$ cat src/rtl/tmds_enc_pkg.sv
package tmds_enc_pkg;

  localparam int TOK_W = 10;

  // Fixed line tokens sent while video is off (bit 9 leftmost).
  function automatic logic [TOK_W-1:0] blank_token(input logic [1:0] code);
    logic [TOK_W-1:0] t;
    case (code)
      2'b00:   t = 10'b1101010100;
      2'b01:   t = 10'b0010101011;
      2'b10:   t = 10'b0101010100;
      default: t = 10'b1010101011;
    endcase
    return t;
  endfunction

  // Decoder used by the checker: undo inversion, then undo chaining.
  function automatic logic [7:0] unchain(input logic [9:0] s);
    logic [7:0] lo;
    logic [7:0] d;
    lo = s[9] ? ~s[7:0] : s[7:0];
    d[0] = lo[0];
    for (int i = 1; i < 8; i++) begin
      d[i] = s[8] ? (lo[i] ^ lo[i-1]) : ~(lo[i] ^ lo[i-1]);
    end
    return d;
  endfunction

  // Ones minus zeros of a 10-bit symbol, signed 5-bit.
  function automatic logic signed [4:0] sym_bias(input logic [9:0] s);
    logic signed [4:0] acc;
    acc = '0;
    for (int i = 0; i < 10; i++) begin
      acc = s[i] ? acc + 5'sd1 : acc - 5'sd1;
    end
    return acc;
  endfunction

endpackage

$ cat src/rtl/tmds_tm_stage.sv
module tmds_tm_stage #(
  parameter int DW = 8
) (
  input  logic [DW-1:0] din,
  output logic [DW:0]   qm,
  output logic          use_xnor
);
  localparam int HALF = DW / 2;
  localparam int CNTW = $clog2(DW + 1);

  logic [CNTW-1:0] ones;
  logic [DW-1:0]   chain;

  always_comb begin
    ones = '0;
    for (int i = 0; i < DW; i++) begin
      ones = ones + CNTW'(din[i]);
    end
  end

  assign use_xnor = (ones > CNTW'(HALF)) ||
                    ((ones == CNTW'(HALF)) && !din[0]);

  always_comb begin
    chain[0] = din[0];
    for (int i = 1; i < DW; i++) begin
      chain[i] = use_xnor ? ~(chain[i-1] ^ din[i]) : (chain[i-1] ^ din[i]);
    end
  end

  assign qm = {~use_xnor, chain};

endmodule

$ cat src/rtl/tmds_dc_balance.sv
module tmds_dc_balance #(
  parameter int DW = 8,
  parameter int CW = 5
) (
  input  logic [DW:0]          qm,
  input  logic signed [CW-1:0] disp_in,
  output logic [DW+1:0]        sym,
  output logic signed [CW-1:0] disp_out,
  output logic                 invert_word,
  output logic                 neutral_path
);
  localparam int SW = DW + 2;

  logic signed [CW-1:0] word_bias;
  logic signed [CW-1:0] sym_bias;
  logic disp_pos, disp_neg, word_heavy, word_light;

  always_comb begin
    word_bias = '0;
    for (int i = 0; i < DW; i++) begin
      word_bias = qm[i] ? word_bias + CW'(1) : word_bias - CW'(1);
    end
  end

  assign disp_neg   = disp_in[CW-1];
  assign disp_pos   = !disp_in[CW-1] && (disp_in != '0);
  assign word_light = word_bias[CW-1];
  assign word_heavy = !word_bias[CW-1] && (word_bias != '0);

  assign neutral_path = (disp_in == '0) || (word_bias == '0);

  always_comb begin
    if (neutral_path) begin
      invert_word = ~qm[DW];
    end else begin
      invert_word = (disp_pos && word_heavy) || (disp_neg && word_light);
    end
  end

  assign sym = {invert_word, qm[DW], invert_word ? ~qm[DW-1:0] : qm[DW-1:0]};

  always_comb begin
    sym_bias = '0;
    for (int i = 0; i < SW; i++) begin
      sym_bias = sym[i] ? sym_bias + CW'(1) : sym_bias - CW'(1);
    end
  end

  assign disp_out = disp_in + sym_bias;

endmodule

$ cat src/rtl/tmds_ctl_token.sv
module tmds_ctl_token (
  input  logic [1:0] code,
  output logic [9:0] tok
);
  import tmds_enc_pkg::*;
  assign tok = blank_token(code);
endmodule

$ cat src/rtl/tmds_chan_enc.sv
module tmds_chan_enc #(
  parameter int DW = 8,
  parameter int CW = 5
) (
  input  logic          clk,
  input  logic          rst,
  input  logic [DW-1:0] pix_byte,
  input  logic          video_on,
  input  logic [1:0]    blank_code,
  output logic [DW+1:0] tmds_sym
);
  localparam int SW = DW + 2;

  logic [DW:0]          stage_word;
  logic                 use_xnor;
  logic [SW-1:0]        data_sym;
  logic [SW-1:0]        ctl_sym;
  logic signed [CW-1:0] disp_q;
  logic signed [CW-1:0] disp_next;
  logic                 invert_word;
  logic                 neutral_path;
  logic [SW-1:0]        sym_q;

  tmds_tm_stage #(.DW(DW)) u_tm (
    .din      (pix_byte),
    .qm       (stage_word),
    .use_xnor (use_xnor)
  );

  tmds_dc_balance #(.DW(DW), .CW(CW)) u_bal (
    .qm           (stage_word),
    .disp_in      (disp_q),
    .sym          (data_sym),
    .disp_out     (disp_next),
    .invert_word  (invert_word),
    .neutral_path (neutral_path)
  );

  generate
    if (SW == 10) begin : g_tok
      tmds_ctl_token u_tok (
        .code (blank_code),
        .tok  (ctl_sym)
      );
    end else begin : g_tok_none
      assign ctl_sym = '0;
    end
  endgenerate

  always_ff @(posedge clk) begin
    if (rst) begin
      sym_q  <= '0;
      disp_q <= '0;
    end else if (video_on) begin
      sym_q  <= data_sym;
      disp_q <= disp_next;
    end else begin
      sym_q  <= ctl_sym;
      disp_q <= '0;
    end
  end

  assign tmds_sym = sym_q;

endmodule

$ cat config.mk
export PLATFORM = sky130hd
export DESIGN_NAME = tmds_chan_enc
export DESIGN_NICKNAME = d
export VERILOG_FILES = /design/src/rtl/tmds_enc_pkg.sv /design/src/rtl/tmds_tm_stage.sv /design/src/rtl/tmds_dc_balance.sv /design/src/rtl/tmds_ctl_token.sv /design/src/rtl/tmds_chan_enc.sv
export SDC_FILE = /design/constraint.sdc
export NUM_CORES = 1
export LEC_CHECK = 0
export ABC_AREA = 1
export ABC_CLOCK_PERIOD_IN_PS = 30300
export BUFFER_PORTS_ARGS = -buffer_cell sky130_fd_sc_hd__buf_4
export CAP_MARGIN = 20
export CORE_UTILIZATION = 68
export CTS_BUF_LIST = sky130_fd_sc_hd__clkbuf_2
export CTS_CLUSTER_DIAMETER = 50
export DETAILED_ROUTE_END_ITERATION = 10
export GPL_TIMING_DRIVEN = 0
export PLACE_DENSITY = 0.91
export SETUP_SLACK_MARGIN = 0.05
export SLEW_MARGIN = 30
export SYNTH_ARGS = -nofsm -noshare
export SYNTH_HDL_FRONTEND = slang
export SYNTH_HIERARCHICAL = 1
export SYNTH_SLANG_ARGS = --single-unit
$ cat constraint.sdc
create_clock -name clk -period 30.3 [get_ports clk]
set_clock_uncertainty 0.2 [all_clocks]
set_input_delay 9.09 -clock clk [delete_from_list [all_inputs] [get_ports clk]]
set_output_delay 9.09 -clock clk [all_outputs]
set_load 0.005 [all_outputs]
After elaboration in Yosys (flattened, before gate mapping)
Index checks and enable logic that the tools add are counted. W data, S select, Z words.

Bits in registers: 15. Output and inout port bits: 10. Word-level logic and storage cells: 109. Input port bits: 13.

Magnitude comparators: 1. Add/sub/neg operators: 40. Bitwise operators: 17. Reduce and logical (&&, ||, !) cells: 17. Equality and inequality tests: 3. Muxes and demuxes: 29.

Operator list (count): $mux W5 (18); $add A5 B2 Y5 const B (16); $sub A5 B2 Y5 const B (16); $pmux W10 S3 (1); $add A4 B1 Y4 (6); $logic_not A5 Y1 (2); $mux W10 (1); $reduce_bool A5 Y1 (2); $not A1 Y1 (9); $mux W1 (8); $mux W8 (1); $not A8 Y8 (1); $xor A1 B1 Y1 (7); $add A5 B5 Y5 (1); $logic_and A1 B1 Y1 (5); $eq A4 B3 Y1 const B (1); $gt A4 B3 Y1 const B (1); $logic_not A1 Y1 (3); $logic_or A1 B1 Y1 (3); $add A1 B1 Y2 (1); $eq A2 B1 Y1 const B (1); $eq A2 B2 Y1 const B (1); $logic_not A2 Y1 (1); $reduce_or A2 Y1 (1).

Depth between registers and ports, before layout
Depth in word-level cells: 56. Gate-level depth with buffers: 74. Gate-level depth less buffers: 74.

Cells and area by module
Netlist, hierarchy kept.

Modules (own cells, without submodules): tmds_dc_balance (area an instance 1881.8 um^2, seq. area each 0.0 um^2, times used 1, cells each 280); tmds_chan_enc (area an instance 568.0 um^2, seq. area each 300.3 um^2, times used 1, cells each 80); tmds_tm_stage (area an instance 420.4 um^2, seq. area each 0.0 um^2, times used 1, cells each 60); tmds_ctl_token (area an instance 136.4 um^2, seq. area each 0.0 um^2, times used 1, cells each 20).

Worst setup path before layout
No wires, ideal clock.

Path type: input port to flip-flop. Start point: input port pix_byte[0]. End point: register disp_q[4]. Buffers on the path: 1. Setup time: 0.116 ns. Data required time: 29.984 ns. Stages: 61. Slack: 8.821 ns. Arrival: 21.163 ns. Cells stage by stage: inv_2 fa_1 fa_1 fa_1 inv_1 ha_1 fa_1 nor2_2 nand2_2 a21oi_4 xor2_1 inv_1 fa_1 ha_1 inv_1 fa_1 fa_1 ha_1 [... 25 more ...] xnor2_1 inv_1 fa_1 inv_1 ha_1 xnor2_1 fa_1 ha_1 xnor2_1 ha_1 a21o_1 a21oi_1 nand3b_1 nand2_1 nand2_1 nand2_1 inv_1 nor2_1.

Elaborated cells on any way between the ends: 95. Those cells by class: add/sub (40); order compare (1); eq/ne (1); mux (27); bitwise (15); reduce/logical (11).

RTL lines: start, declared (RTL line tmds_chan_enc.sv:7) `input logic [DW-1:0] pix_byte,`; branches (longest 10 deep; another with $add A4 B1 Y4); $mux W1 (*) (RTL line tmds_tm_stage.sv:27) `chain[i] = use_xnor ? ~(chain[i-1] ^ din[i]) : (chain[i-1] ^ din[i]);`; net stage_word[1] (RTL line tmds_chan_enc.sv:14) `logic [DW:0] stage_word;`; branches (longest 24 deep; another with $sub A5 B2 Y5); $mux W8 (*) (RTL line tmds_dc_balance.sv:40) `assign sym = {invert_word, qm[DW], invert_word ? ~qm[DW-1:0] : qm[DW-1:0]};`; net data_sym[3] (RTL line tmds_chan_enc.sv:16) `logic [SW-1:0] data_sym;`; $mux W5 (*) (RTL line tmds_dc_balance.sv:45) `sym_bias = sym[i] ? sym_bias + CW'(1) : sym_bias - CW'(1);`; $sub A5 B2 Y5 or $add A5 B2 Y5 (tied branches) (RTL line tmds_dc_balance.sv:45); [... 5 more ...]; $sub A5 B2 Y5 or $add A5 B2 Y5 (tied branches) (RTL line tmds_dc_balance.sv:45); $mux W5 (*) (RTL line tmds_dc_balance.sv:45); $add A5 B2 Y5 or $sub A5 B2 Y5 (tied branches) (RTL line tmds_dc_balance.sv:45); $mux W5 (*) (RTL line tmds_dc_balance.sv:45); $sub A5 B2 Y5 or $add A5 B2 Y5 (tied branches) (RTL line tmds_dc_balance.sv:45); $mux W5 (*) (RTL line tmds_dc_balance.sv:45); $add A5 B5 Y5 (*) (RTL line tmds_dc_balance.sv:49) `assign disp_out = disp_in + sym_bias;`; net disp_next[4] (RTL line tmds_chan_enc.sv:19) `logic signed [CW-1:0] disp_next;`; end signal, assigned (RTL line tmds_chan_enc.sv:56) `disp_q <= disp_next;`; end, declared (RTL line tmds_chan_enc.sv:18) `logic signed [CW-1:0] disp_q;`.

Mark *: on every way through the listed nets, which the timed path passes. A chain may end at the register's enable or synchronous reset.

Worst setup path in the final report
Ends and elaborated chain as after synthesis.

==> impl_metrics.py <==
metrics = {
    "detailed_routing": {
        "dr.first_iter.drc_count": 79,
        "drc": 0,
        "routed_wirelength_mm": 5.31,
        "drtAntennaViolNets": 0,
        "vias_per_cell": 4.96,
        "avgRoutedWirePerCell_um": 10.3,
        "detailroute.via_count": 2559,
        "firstDrtPassIters": 4,
    },
    "place": {
        "portBuffers": 22,
        "place.gp.congestion": 0.824,
        "hpwl_mm": 4.75,
    },
    "grt": {
        "grt_pass1_wl_mm": 9.34,
        "grt_max_degree": 13,
        "antenna_violations_before_repair": 0,
        "first_global_vias": 2487,
        "global_route.usage.total_pct": 25.3,
        "global_route_total_overflow": 0,
    },
    "floorplanning": {
        "area_inside_the_core_boundary_mm2": 0.00412,
        "die-width_um": 68.5,
        "initial_core_utilization_pct": 73.1,
        "site_row_count": 23,
        "fp.dieH_um": 68.5,
        "die-area_mm2": 0.00469,
        "boundaryPins": 23,
    },
    "run": {
        "maxCapViolations": 0,
    },
    "logic_synthesis": {
        "synthesis.area_per_instance_um2": 6.83,
        "synth_register_bits": 15,
        "synth.lib_cells_used.distinct": 26,
        "synth.cell_area_mm2": 0.00301,
        "synth_area_leaders": "sky130_fd_sc_hd__ha_1, sky130_fd_sc_hd__nand2_1, sky130_fd_sc_hd__inv_1",
        "yosys.area.top_type": "sky130_fd_sc_hd__ha_1",
        "synth_fp_nets": 518,
        "synth-seq-area-share_pct": 9.99,
        "yosysTopAreaCellShare_pct": 21.6,
        "synth-warning-count": 6,
        "syn-instance-count": 440,
    },
    "clock_network": {
        "cts_inserted_buffers": 3,
        "cts-htree-levels": 1,
        "clock_transition_at_the_registers_of_the_reported_paths_ns": 0.13,
        "insertion_delay_ns": 0.26,
        "ctsLongestPathBuffers": 2,
        "ctsResizeCount": 0,
        "clockRootBuffer": "sky130_fd_sc_hd__clkbuf_2",
        "cts_hold_buffers": 0,
        "clkSinkCount": 15,
        "cts_tree": "done",
        "post_cts_setup_bufs": 0,
    },
    "critical_path": {
        "rr_startpoint": "disp_q[2]",
        "worstPathArrival_ns": 22.31,
        "required_ns": 30.27,
        "path_class": "primary input to register",
        "cp-start-kind": "primary input",
        "critPathSlowestCell": "sky130_fd_sc_hd__fa_1",
        "rr_worst_depth": 35,
        "endpoint_of_the_worst_register_to_register_path": "disp_q[4]",
        "cell_occurring_most_often_along_the_worst_timing_path": "sky130_fd_sc_hd__fa_1",
        "worst_setup_path_startpoint": "pix_byte[0]",
        "timing.reg2reg.setup_slack_ns": 23.01,
        "crit_path_max_fanout": 12,
        "worstSetupEndpointType": "register",
        "stage_delay_of_the_slowest_cell_on_the_critical_path_ns": 0.55,
        "crit_path_end": "disp_q[4]",
    },
    "cells_and_area": {
        "multiInputGateArea_mm2": 0.00221,
        "syn2layout_area_growth_pct": 8.24,
        "antenna_cells": 0,
        "design.final.nets": 545,
        "final-seq-area_um2": 300,
        "fillCellCount": 316,
        "drive_gt1_share_pct": 17.2,
    },
    "sta": {
        "final_hold_viol_count": 0,
        "timing.final.crit_share_pct": 73.7,
        "totalNegativeSetupSlack_ns": 0,
        "final-setup-viol-count": 0,
        "maxSlewViolCount": 0,
        "unrepaired_setup_endpoints_after_global_routing": "false",
        "achievable_clock_frequency_mhz": 44.8,
        "max_slew.worst_pin.slew_ns": 0.570,
        "slew_headroom_pct": 61.9,
        "min_period_ns": 22.34,
    },
    "worst_hold_path": {
        "hp-class": "register to register",
    },
    "run_status": {
        "run_status": "finished, final reports clean",
    },
}
critical path: cells and delay by family:
family | cells | cell delay, ns
and+or+nand+nor | 18 | 1.57
xor gates and xnor gates | 7 | 1.61
AOI/OAI and AO/OA | 4 | 0.86
adders and majority gates | 21 | 8.19
buffers and inverters | 12 | 0.98
per-stage QoR:
step           util (%)  setup WS [ns]  instance area, µm²  std cells  hold slack (ns)
2_1_floorplan         -           8.82                3010        440            0.322
3_3_place_gp       78.6           7.91                3230        512            0.337
3_5_place_dp       78.6           7.62                3230        512            0.333
4_1_cts            79.1           7.93                3250        516            0.354
5_1_grt            79.1           7.00                3250        516            0.373
6_report           79.1           7.96                3250        516            0.353
Yosys cell counts:
library cell,n
sky130_fd_sc_hd__nand2_4,2
sky130_fd_sc_hd__xnor2_1,11
sky130_fd_sc_hd__o21ai_0,4
sky130_fd_sc_hd__nand3b_1,2
sky130_fd_sc_hd__inv_1,90
sky130_fd_sc_hd__a21o_1,4
sky130_fd_sc_hd__nor2_1,33
sky130_fd_sc_hd__inv_2,6
sky130_fd_sc_hd__nor2_2,5
sky130_fd_sc_hd__nand4_1,5
sky130_fd_sc_hd__buf_6,4
sky130_fd_sc_hd__or2_2,3
sky130_fd_sc_hd__a21oi_4,1
sky130_fd_sc_hd__buf_4,12
sky130_fd_sc_hd__nand2_2,14
sky130_fd_sc_hd__nor4_1,1
sky130_fd_sc_hd__ha_1,52
sky130_fd_sc_hd__nand3_1,19
sky130_fd_sc_hd__dfxtp_1,15
sky130_fd_sc_hd__nand3_2,5
sky130_fd_sc_hd__nand3b_2,1
sky130_fd_sc_hd__a21oi_2,1
sky130_fd_sc_hd__a21oi_1,13
sky130_fd_sc_hd__fa_1,13
sky130_fd_sc_hd__xor2_1,21
sky130_fd_sc_hd__nand2_1,103
placed cells by master (no fill, tap or decap):
master / netlist / final
sky130_fd_sc_hd__nand2_4: 2 / 2
sky130_fd_sc_hd__nor4_1: 1 / 1
sky130_fd_sc_hd__nor2_1: 33 / 33
sky130_fd_sc_hd__ha_1: 52 / 52
sky130_fd_sc_hd__a21o_1: 4 / 4
sky130_fd_sc_hd__nand3b_1: 2 / 2
sky130_fd_sc_hd__xnor2_1: 11 / 11
sky130_fd_sc_hd__or2_2: 3 / 3
sky130_fd_sc_hd__nand4_1: 5 / 5
sky130_fd_sc_hd__nor2_2: 5 / 5
sky130_fd_sc_hd__dfxtp_1: 15 / 15
sky130_fd_sc_hd__a21oi_2: 1 / 1
sky130_fd_sc_hd__fa_1: 13 / 13
sky130_fd_sc_hd__buf_4: 12 / 34
sky130_fd_sc_hd__o21ai_0: 4 / 4
sky130_fd_sc_hd__nand2_1: 103 / 103
sky130_fd_sc_hd__nand2_2: 14 / 14
sky130_fd_sc_hd__buf_6: 4 / 4
sky130_fd_sc_hd__clkbuf_2: 0 / 4
sky130_fd_sc_hd__nand3_2: 5 / 5
sky130_fd_sc_hd__a21oi_4: 1 / 1
sky130_fd_sc_hd__inv_2: 6 / 6
sky130_fd_sc_hd__nand3_1: 19 / 19
sky130_fd_sc_hd__a21oi_1: 13 / 13
sky130_fd_sc_hd__inv_1: 90 / 90
sky130_fd_sc_hd__nand3b_2: 1 / 1
sky130_fd_sc_hd__xor2_1: 21 / 21
worst min-delay path by stage:
| stage | from | endpoint | slack (ns) | depth (start not counted) |
|---|---|---|---|---|
| after floorplan | disp_q[0] | disp_q[0] | 0.32 | 3 |
| after global placement | disp_q[0] | disp_q[0] | 0.34 | 3 |
| after detailed placement | disp_q[0] | disp_q[0] | 0.33 | 3 |
| after CTS | disp_q[0] | disp_q[0] | 0.35 | 3 |
| after global routing | disp_q[0] | disp_q[0] | 0.37 | 3 |
| final | disp_q[0] | disp_q[0] | 0.35 | 3 |
logic make-up after synthesis:
group	count (synthesis)	synth area share, %
adder cells (fa/ha/maj)	65	30.3
XOR/XNOR	32	9.32
AO/OA/AOI/OAI	23	4.66
flip-flops	15	9.99
AND/OR/NAND/NOR	193	29.3
buffers and inverters	112	16.5
flip-flops by register name (all words and copies together), names as in the netlist:
signal / flops
disp_q: 5
tmds_sym: 10
per-layer routing:
metal | global-route usage (%) | up-vias | wire length (µm)
met3 | 2.63 | 4 | 99
met1 | 30.4 | 1150 | 2460
li1 | - | 1370 | -
met4 | 3.91 | 0 | 35
met2 | 48.7 | 35 | 2710
met5 | 0 | - | 0
cell type report:
class	instances	area share [%]
buffer	16	4.15
clock buffer	4	0.615
inverter	96	11.1
multi-input combinational	313	67.9
sequential	15	9.23
tap	50	1.92
timing repair buffer	22	5.07
Power is not shown: default switching activity piles up to over one toggle a cycle in this logic, so the estimate is an artifact.
